$ cat config.mk
export PLATFORM = sky130hd
export DESIGN_NAME = ucode_ctrl
export DESIGN_NICKNAME = d
export VERILOG_FILES = /design/src/rtl/ucode_pkg.sv /design/src/rtl/ucode_rom.sv /design/src/rtl/ucode_seq.sv /design/src/rtl/ucode_ctrl.sv
export SDC_FILE = /design/constraint.sdc
export NUM_CORES = 1
export LEC_CHECK = 0
export ABC_CLOCK_PERIOD_IN_PS = 2650
export BUFFER_PORTS_ARGS = -buffer_cell sky130_fd_sc_hd__buf_2
export CORE_ASPECT_RATIO = 1.1
export CORE_MARGIN = 5
export CORE_UTILIZATION = 35
export DETAILED_ROUTE_END_ITERATION = 8
export SLEW_MARGIN = 10
export SYNTH_ARGS = -nofsm -noshare
export SYNTH_HDL_FRONTEND = slang
export SYNTH_SLANG_ARGS = --single-unit
$ cat constraint.sdc
create_clock -name clk -period 2.65 [get_ports clk]
set_input_delay 0.3975 -clock clk [delete_from_list [all_inputs] [get_ports clk]]
set_output_delay 0.3975 -clock clk [all_outputs]
set_load 0.02 [all_outputs]
$ cat src/rtl/ucode_pkg.sv
package ucode_pkg;

  typedef enum logic [1:0] {
    SEQ_NEXT  = 2'b00,
    SEQ_FETCH = 2'b01,
    SEQ_DISP1 = 2'b10,
    SEQ_DISP2 = 2'b11
  } seq_e;

  typedef struct packed {
    logic       pc_wr;
    logic       pc_wr_cond;
    logic       addr_sel;
    logic       mem_rd;
    logic       mem_wr;
    logic       ir_wr;
    logic       mem_to_reg;
    logic       reg_wr;
    logic       reg_dst;
    logic       alu_a;
    logic [1:0] alu_b;
    logic [1:0] alu_op;
    logic [1:0] pc_src;
    seq_e       seq;
  } uword_t;

  localparam logic [5:0] OP_RFMT  = 6'd0;
  localparam logic [5:0] OP_LOAD  = 6'd35;
  localparam logic [5:0] OP_STORE = 6'd43;
  localparam logic [5:0] OP_BEQ   = 6'd4;
  localparam logic [5:0] OP_JMP   = 6'd2;
  localparam logic [5:0] OP_JREG  = 6'd7;

  localparam int UA_FETCH  = 0;
  localparam int UA_DECODE = 1;
  localparam int UA_MADDR  = 2;
  localparam int UA_LDMEM  = 3;
  localparam int UA_LDWB   = 4;
  localparam int UA_STMEM  = 5;
  localparam int UA_REXE   = 6;
  localparam int UA_RWB    = 7;
  localparam int UA_BEQ    = 8;
  localparam int UA_JMP    = 9;
  localparam int UA_JREG   = 10;

  // Microprogram contents; every field not set stays 0.
  function automatic uword_t ucode_word(input int a);
    uword_t w;
    w     = '0;
    w.seq = SEQ_FETCH;
    case (a)
      UA_FETCH: begin
        w.mem_rd = 1'b1; w.ir_wr = 1'b1; w.alu_b = 2'b01;
        w.pc_wr  = 1'b1; w.seq   = SEQ_NEXT;
      end
      UA_DECODE: begin
        w.alu_b = 2'b11; w.seq = SEQ_DISP1;
      end
      UA_MADDR: begin
        w.alu_a = 1'b1; w.alu_b = 2'b10; w.seq = SEQ_DISP2;
      end
      UA_LDMEM: begin
        w.mem_rd = 1'b1; w.addr_sel = 1'b1; w.seq = SEQ_NEXT;
      end
      UA_LDWB: begin
        w.reg_wr = 1'b1; w.mem_to_reg = 1'b1;
      end
      UA_STMEM: begin
        w.mem_wr = 1'b1; w.addr_sel = 1'b1;
      end
      UA_REXE: begin
        w.alu_a = 1'b1; w.alu_op = 2'b10; w.seq = SEQ_NEXT;
      end
      UA_RWB: begin
        w.reg_wr = 1'b1; w.reg_dst = 1'b1;
      end
      UA_BEQ: begin
        w.alu_a = 1'b1; w.alu_op = 2'b01; w.pc_wr_cond = 1'b1;
        w.pc_src = 2'b01;
      end
      UA_JMP: begin
        w.pc_wr = 1'b1; w.pc_src = 2'b10;
      end
      UA_JREG: begin
        w.pc_wr = 1'b1; w.pc_src = 2'b11;
      end
      default: w.seq = SEQ_FETCH;
    endcase
    return w;
  endfunction

endpackage

$ cat src/rtl/ucode_rom.sv
module ucode_rom
  import ucode_pkg::*;
#(
  parameter int AW = 4
) (
  input  logic          clk,
  input  logic [AW-1:0] addr,
  output uword_t        word
);

  localparam int DEPTH = 1 << AW;

  uword_t tbl [DEPTH];

  for (genvar g = 0; g < DEPTH; g++) begin : g_fill
    assign tbl[g] = ucode_word(g);
  end

  // Registered read so the store maps onto a synchronous memory.
  always_ff @(posedge clk) begin
    word <= tbl[addr];
  end

endmodule

$ cat src/rtl/ucode_seq.sv
module ucode_seq
  import ucode_pkg::*;
#(
  parameter int AW   = 4,
  parameter int OP_W = 6
) (
  input  logic          rst,
  input  logic [AW-1:0] cur_addr,
  input  seq_e          seq,
  input  logic [OP_W-1:0] opcode,
  output logic [AW-1:0] next_addr
);

  logic [AW-1:0] disp1_tgt;
  logic [AW-1:0] disp2_tgt;

  // Table 1: decode to first execute word.
  always_comb begin
    case (opcode)
      OP_W'(OP_RFMT):  disp1_tgt = AW'(UA_REXE);
      OP_W'(OP_LOAD):  disp1_tgt = AW'(UA_MADDR);
      OP_W'(OP_STORE): disp1_tgt = AW'(UA_MADDR);
      OP_W'(OP_BEQ):   disp1_tgt = AW'(UA_BEQ);
      OP_W'(OP_JMP):   disp1_tgt = AW'(UA_JMP);
      OP_W'(OP_JREG):  disp1_tgt = AW'(UA_JREG);
      default:         disp1_tgt = AW'(UA_FETCH);
    endcase
  end

  // Table 2: shared address word to load or store access.
  always_comb begin
    case (opcode)
      OP_W'(OP_LOAD):  disp2_tgt = AW'(UA_LDMEM);
      OP_W'(OP_STORE): disp2_tgt = AW'(UA_STMEM);
      default:         disp2_tgt = AW'(UA_FETCH);
    endcase
  end

  always_comb begin
    if (rst) begin
      next_addr = AW'(UA_FETCH);
    end else begin
      case (seq)
        SEQ_NEXT:  next_addr = cur_addr + AW'(1);
        SEQ_FETCH: next_addr = AW'(UA_FETCH);
        SEQ_DISP1: next_addr = disp1_tgt;
        default:   next_addr = disp2_tgt;
      endcase
    end
  end

endmodule

$ cat src/rtl/ucode_ctrl.sv
module ucode_ctrl
  import ucode_pkg::*;
#(
  parameter int UADDR_W = 4,
  parameter int OP_W    = 6
) (
  input  logic            clk,
  input  logic            rst,
  input  logic [OP_W-1:0] opcode,
  output logic            pc_wr,
  output logic            pc_wr_cond,
  output logic            addr_sel,
  output logic            mem_rd,
  output logic            mem_wr,
  output logic            ir_wr,
  output logic            mem_to_reg,
  output logic            reg_wr,
  output logic            reg_dst,
  output logic            alu_a,
  output logic [1:0]      alu_b,
  output logic [1:0]      alu_op,
  output logic [1:0]      pc_src
);

  logic [UADDR_W-1:0] upc_q;
  logic [UADDR_W-1:0] upc_next;
  uword_t             word_q;

  ucode_seq #(.AW(UADDR_W), .OP_W(OP_W)) i_seq (
    .rst       (rst),
    .cur_addr  (upc_q),
    .seq       (word_q.seq),
    .opcode    (opcode),
    .next_addr (upc_next)
  );

  ucode_rom #(.AW(UADDR_W)) i_rom (
    .clk  (clk),
    .addr (upc_next),
    .word (word_q)
  );

  // Address register moves in step with the registered store output.
  always_ff @(posedge clk) begin
    upc_q <= upc_next;
  end

  assign pc_wr      = word_q.pc_wr;
  assign pc_wr_cond = word_q.pc_wr_cond;
  assign addr_sel   = word_q.addr_sel;
  assign mem_rd     = word_q.mem_rd;
  assign mem_wr     = word_q.mem_wr;
  assign ir_wr      = word_q.ir_wr;
  assign mem_to_reg = word_q.mem_to_reg;
  assign reg_wr     = word_q.reg_wr;
  assign reg_dst    = word_q.reg_dst;
  assign alu_a      = word_q.alu_a;
  assign alu_b      = word_q.alu_b;
  assign alu_op     = word_q.alu_op;
  assign pc_src     = word_q.pc_src;

endmodule

==> metrics.csv <==
stage,metric,value,unit
logic_synthesis,yosysWarningCount,0,
clocking,cts_tree,yes,
setup_path,worst_r2r_path_depth,9,
setup_path,critPathMaxFanout,9,
timing,slew_viol_final,0,
clocking,cts.path.max_buffers,2,
final_layout,mostFrequentLayoutCells,"buf_2 (23), dfxtp_1 (20), nor2_1 (11)",
hold_path,hp-class,input port to flop,
route,drt_iter0_markers,14,
final_layout,fill_cells,269,
grt,antenna_found_initial,0,
setup_path,crit_type,input port to flop,
setup_path,reg2reg_slack,0.53,ns
logic_synthesis,syn_area_per_cell,9.79,um^2
setup_path,cp.required,2.83,ns
timing,relSlewSlack,68.7,%
route,viasPerCell,4.55,
final_layout,regArea,400,um^2
clocking,ctsHoldBuffers,0,
clocking,cts-root-buf,clkbuf_4,
final_layout,layout_commonest_cell,buf_2,
timing,fin_ws,0.507,ns
clocking,post_cts_resized,0,
clocking,htreeDepth,1,
grt,grt_max_degree,11,
timing,min_period_over_period,80.9,%
clocking,worstSkewPairLatency,0.29,ns
timing,timing.hold.ws,0.389,ns
floorplanning,initial_utilization,36.9,%
route,drt_wl_total,1650,um
power,power_leakage,0.484,nW
route,ant_nets,0,
setup_path,end_kind,flop,
placed_design,post-dp-hpwl,1290,um
job,maxCapViolations,0,
grt,grt_overflow_total,0,
timing,period_minus_slack,2.14,ns
setup_path,startpoint,opcode[2],
final_layout,layout.nets,130,
logic_synthesis,syn-instance-count,95,
grt,track_usage,10.0,%
logic_synthesis,yosysSeqAreaShare,43.1,%
placed_design,detailed_place.area,1040,um^2
final_layout,area_growth_syn_to_layout,14.5,%
power,power_density,888,nW/um^2
grt,first_global_vias,622,
clocking,cts_made_buffers,3,
setup_path,crit_chain,buf_2 -> nor4_1 -> a21boi_0 -> a211oi_1 -> nor2b_1 -> inv_1 -> ha_1 -> inv_1 -> mux2i_1 -> nor2_1,
timing,tightestPinTransition,0.469,ns
logic_synthesis,synth-seq-cells,20,
timing,fmax,467,MHz
timing,hold_viol,0,
route,dr.pass1.iters,4,
floorplanning,row_count,19,
final_layout,diodes,0,
setup_path,endpoint,i_rom.word[17],
setup_path,crit_slowest_cell,a211oi_1,
grt,grt_first_pass_wirelength,2910,um
route,num_vias,664,
floorplanning,die_w,59.1,um
clocking,clk_pin_slew,0.10,ns
route,drc_errors,0,
setup_path,critPathLaunchType,input port,
setup_path,slowest_delay,0.41,ns
setup_path,r2r-start,i_rom.word[7],
floorplanning,core,2520,um^2
floorplanning,die_area,3790,um^2
setup_path,r2r_end,i_rom.word[17],
outcome,status,"complete, no violations",
setup_path,path_common_cell,inv_1,
timing,rsz0062_at_grt,false,
final_layout,multi_input_area,454,um^2
final_layout,drive_above_1_share,31.3,%
clocking,cts_sinks,20,
floorplanning,io_pins,24,
placed_design,port_buffers,23,
setup_path,crit_arrival,2.33,ns
timing,fin_tns_setup,0,ns
floorplanning,die_y,64.1,um
route,wire_per_inst,11.3,um
final_layout,stdcell_area,1060,um^2
placed_design,gp_congestion,0.803,
logic_synthesis,synth_area,930,um^2
logic_synthesis,synth_nets,108,
power,vdd_ir_drop_max,0.507,mV
timing,finClkSkew,0.000817,ns
clocking,cts_setup_buffers,0,
logic_synthesis,synth_cell_types,34,
timing,setup_viol,0,
placed_design,place_ws,0.209,ns
==> Yosys cell counts <==
library cell | number | area share [%]
a2bb2oi_1 | 1 | 0.94
nand2_1 | 1 | 0.40
nor2b_1 | 6 | 4.0
inv_1 | 7 | 2.8
nand2b_2 | 1 | 0.94
nand4b_2 | 1 | 1.6
nor3b_1 | 2 | 1.6
dfxtp_1 | 20 | 43
or4b_4 | 1 | 1.5
a21oi_1 | 2 | 1.1
o22ai_2 | 1 | 1.3
o22ai_1 | 1 | 0.67
xnor2_1 | 2 | 1.9
nand3_1 | 3 | 1.6
a21boi_0 | 1 | 0.81
clkbuf_1 | 1 | 0.40
nor2b_2 | 1 | 0.94
o2111ai_1 | 1 | 0.94
a31oi_4 | 1 | 2.3
nor4_1 | 1 | 0.67
nor2_1 | 11 | 4.4
a211oi_1 | 1 | 0.81
nor3_1 | 2 | 1.1
or2_2 | 1 | 0.67
nor4b_1 | 1 | 0.94
and3_1 | 2 | 1.3
xor2_1 | 1 | 0.94
mux2i_1 | 2 | 2.2
and2_1 | 3 | 2.0
ha_1 | 5 | 6.7
buf_4 | 6 | 4.8
o31a_2 | 1 | 1.1
or3_1 | 3 | 2.0
nor3b_2 | 1 | 1.3
==> logic make-up (layout without fill, tap and decap cells) <==
family / Yosys count / count (layout) / synth area share (%)
AO/OA/AOI/OAI: 10 / 10 / 9.96
XOR/XNOR: 3 / 3 / 2.83
adder cells (fa/ha/maj): 5 / 5 / 6.73
buffers and inverters: 14 / 34 / 8.08
flip-flops: 20 / 20 / 43.1
multiplexers: 2 / 2 / 2.15
AND/OR/NAND/NOR: 41 / 41 / 27.2
==> final cells by class <==
type	instances	area share, %
Timing Repair Buffer	24	11.5
Clock buffer	3	2.12
Inverter	7	2.47
Sequential cell	20	37.6
Tap cell	31	3.64
Multi-Input combinational cell	61	42.7
==> worst min-delay path by stage <==
stage,depth (start not counted),from,to
after floorplan,1,rst,upc_q[2]
after global placement,2,rst,upc_q[2]
after detailed placement,2,rst,upc_q[2]
after CTS,2,rst,upc_q[2]
after global routing,2,rst,upc_q[2]
final,2,rst,upc_q[2]
==> sequential cells by signal, indices dropped and copies added (netlist names) <==
| register | flops |
|---|---|
| i_rom.word | 16 |
| upc_q | 4 |
==> critical path: cells and delay by family <==
kind | cells | cell delay [ns]
AO/OA/AOI/OAI | 2 | 0.55
buffers and inverters | 3 | 0.29
adder cells (fa/ha/maj) | 1 | 0.34
multiplexers | 1 | 0.13
AND/OR/NAND/NOR | 3 | 0.60
==> layer usage <==
layer	global-route usage, %	wire length [um]	vias up
met2	14.6	785	12
met4	5.10	19	0
met3	3.42	89	2
met1	13.0	754	292
met5	0	0	-
li1	-	-	358
==> where the power goes <==
part	internal [mW]	switching (mW)	total [mW]
Clock	0.0529	0.0824	0.135
Combinational	0.163	0.237	0.400
Sequential	0.373	0.0369	0.410
Total	0.589	0.356	0.945
==> through the flow <==
stage,utilization [%],total power [mW],std cells
after floorplan,-,0.712,95
after global placement,41.4,0.818,143
after detailed placement,41.4,0.815,143
after CTS,42.3,0.955,146
after global routing,42.3,1.03,146
final,42.3,0.945,146
(Power assumes the default switching activity.)
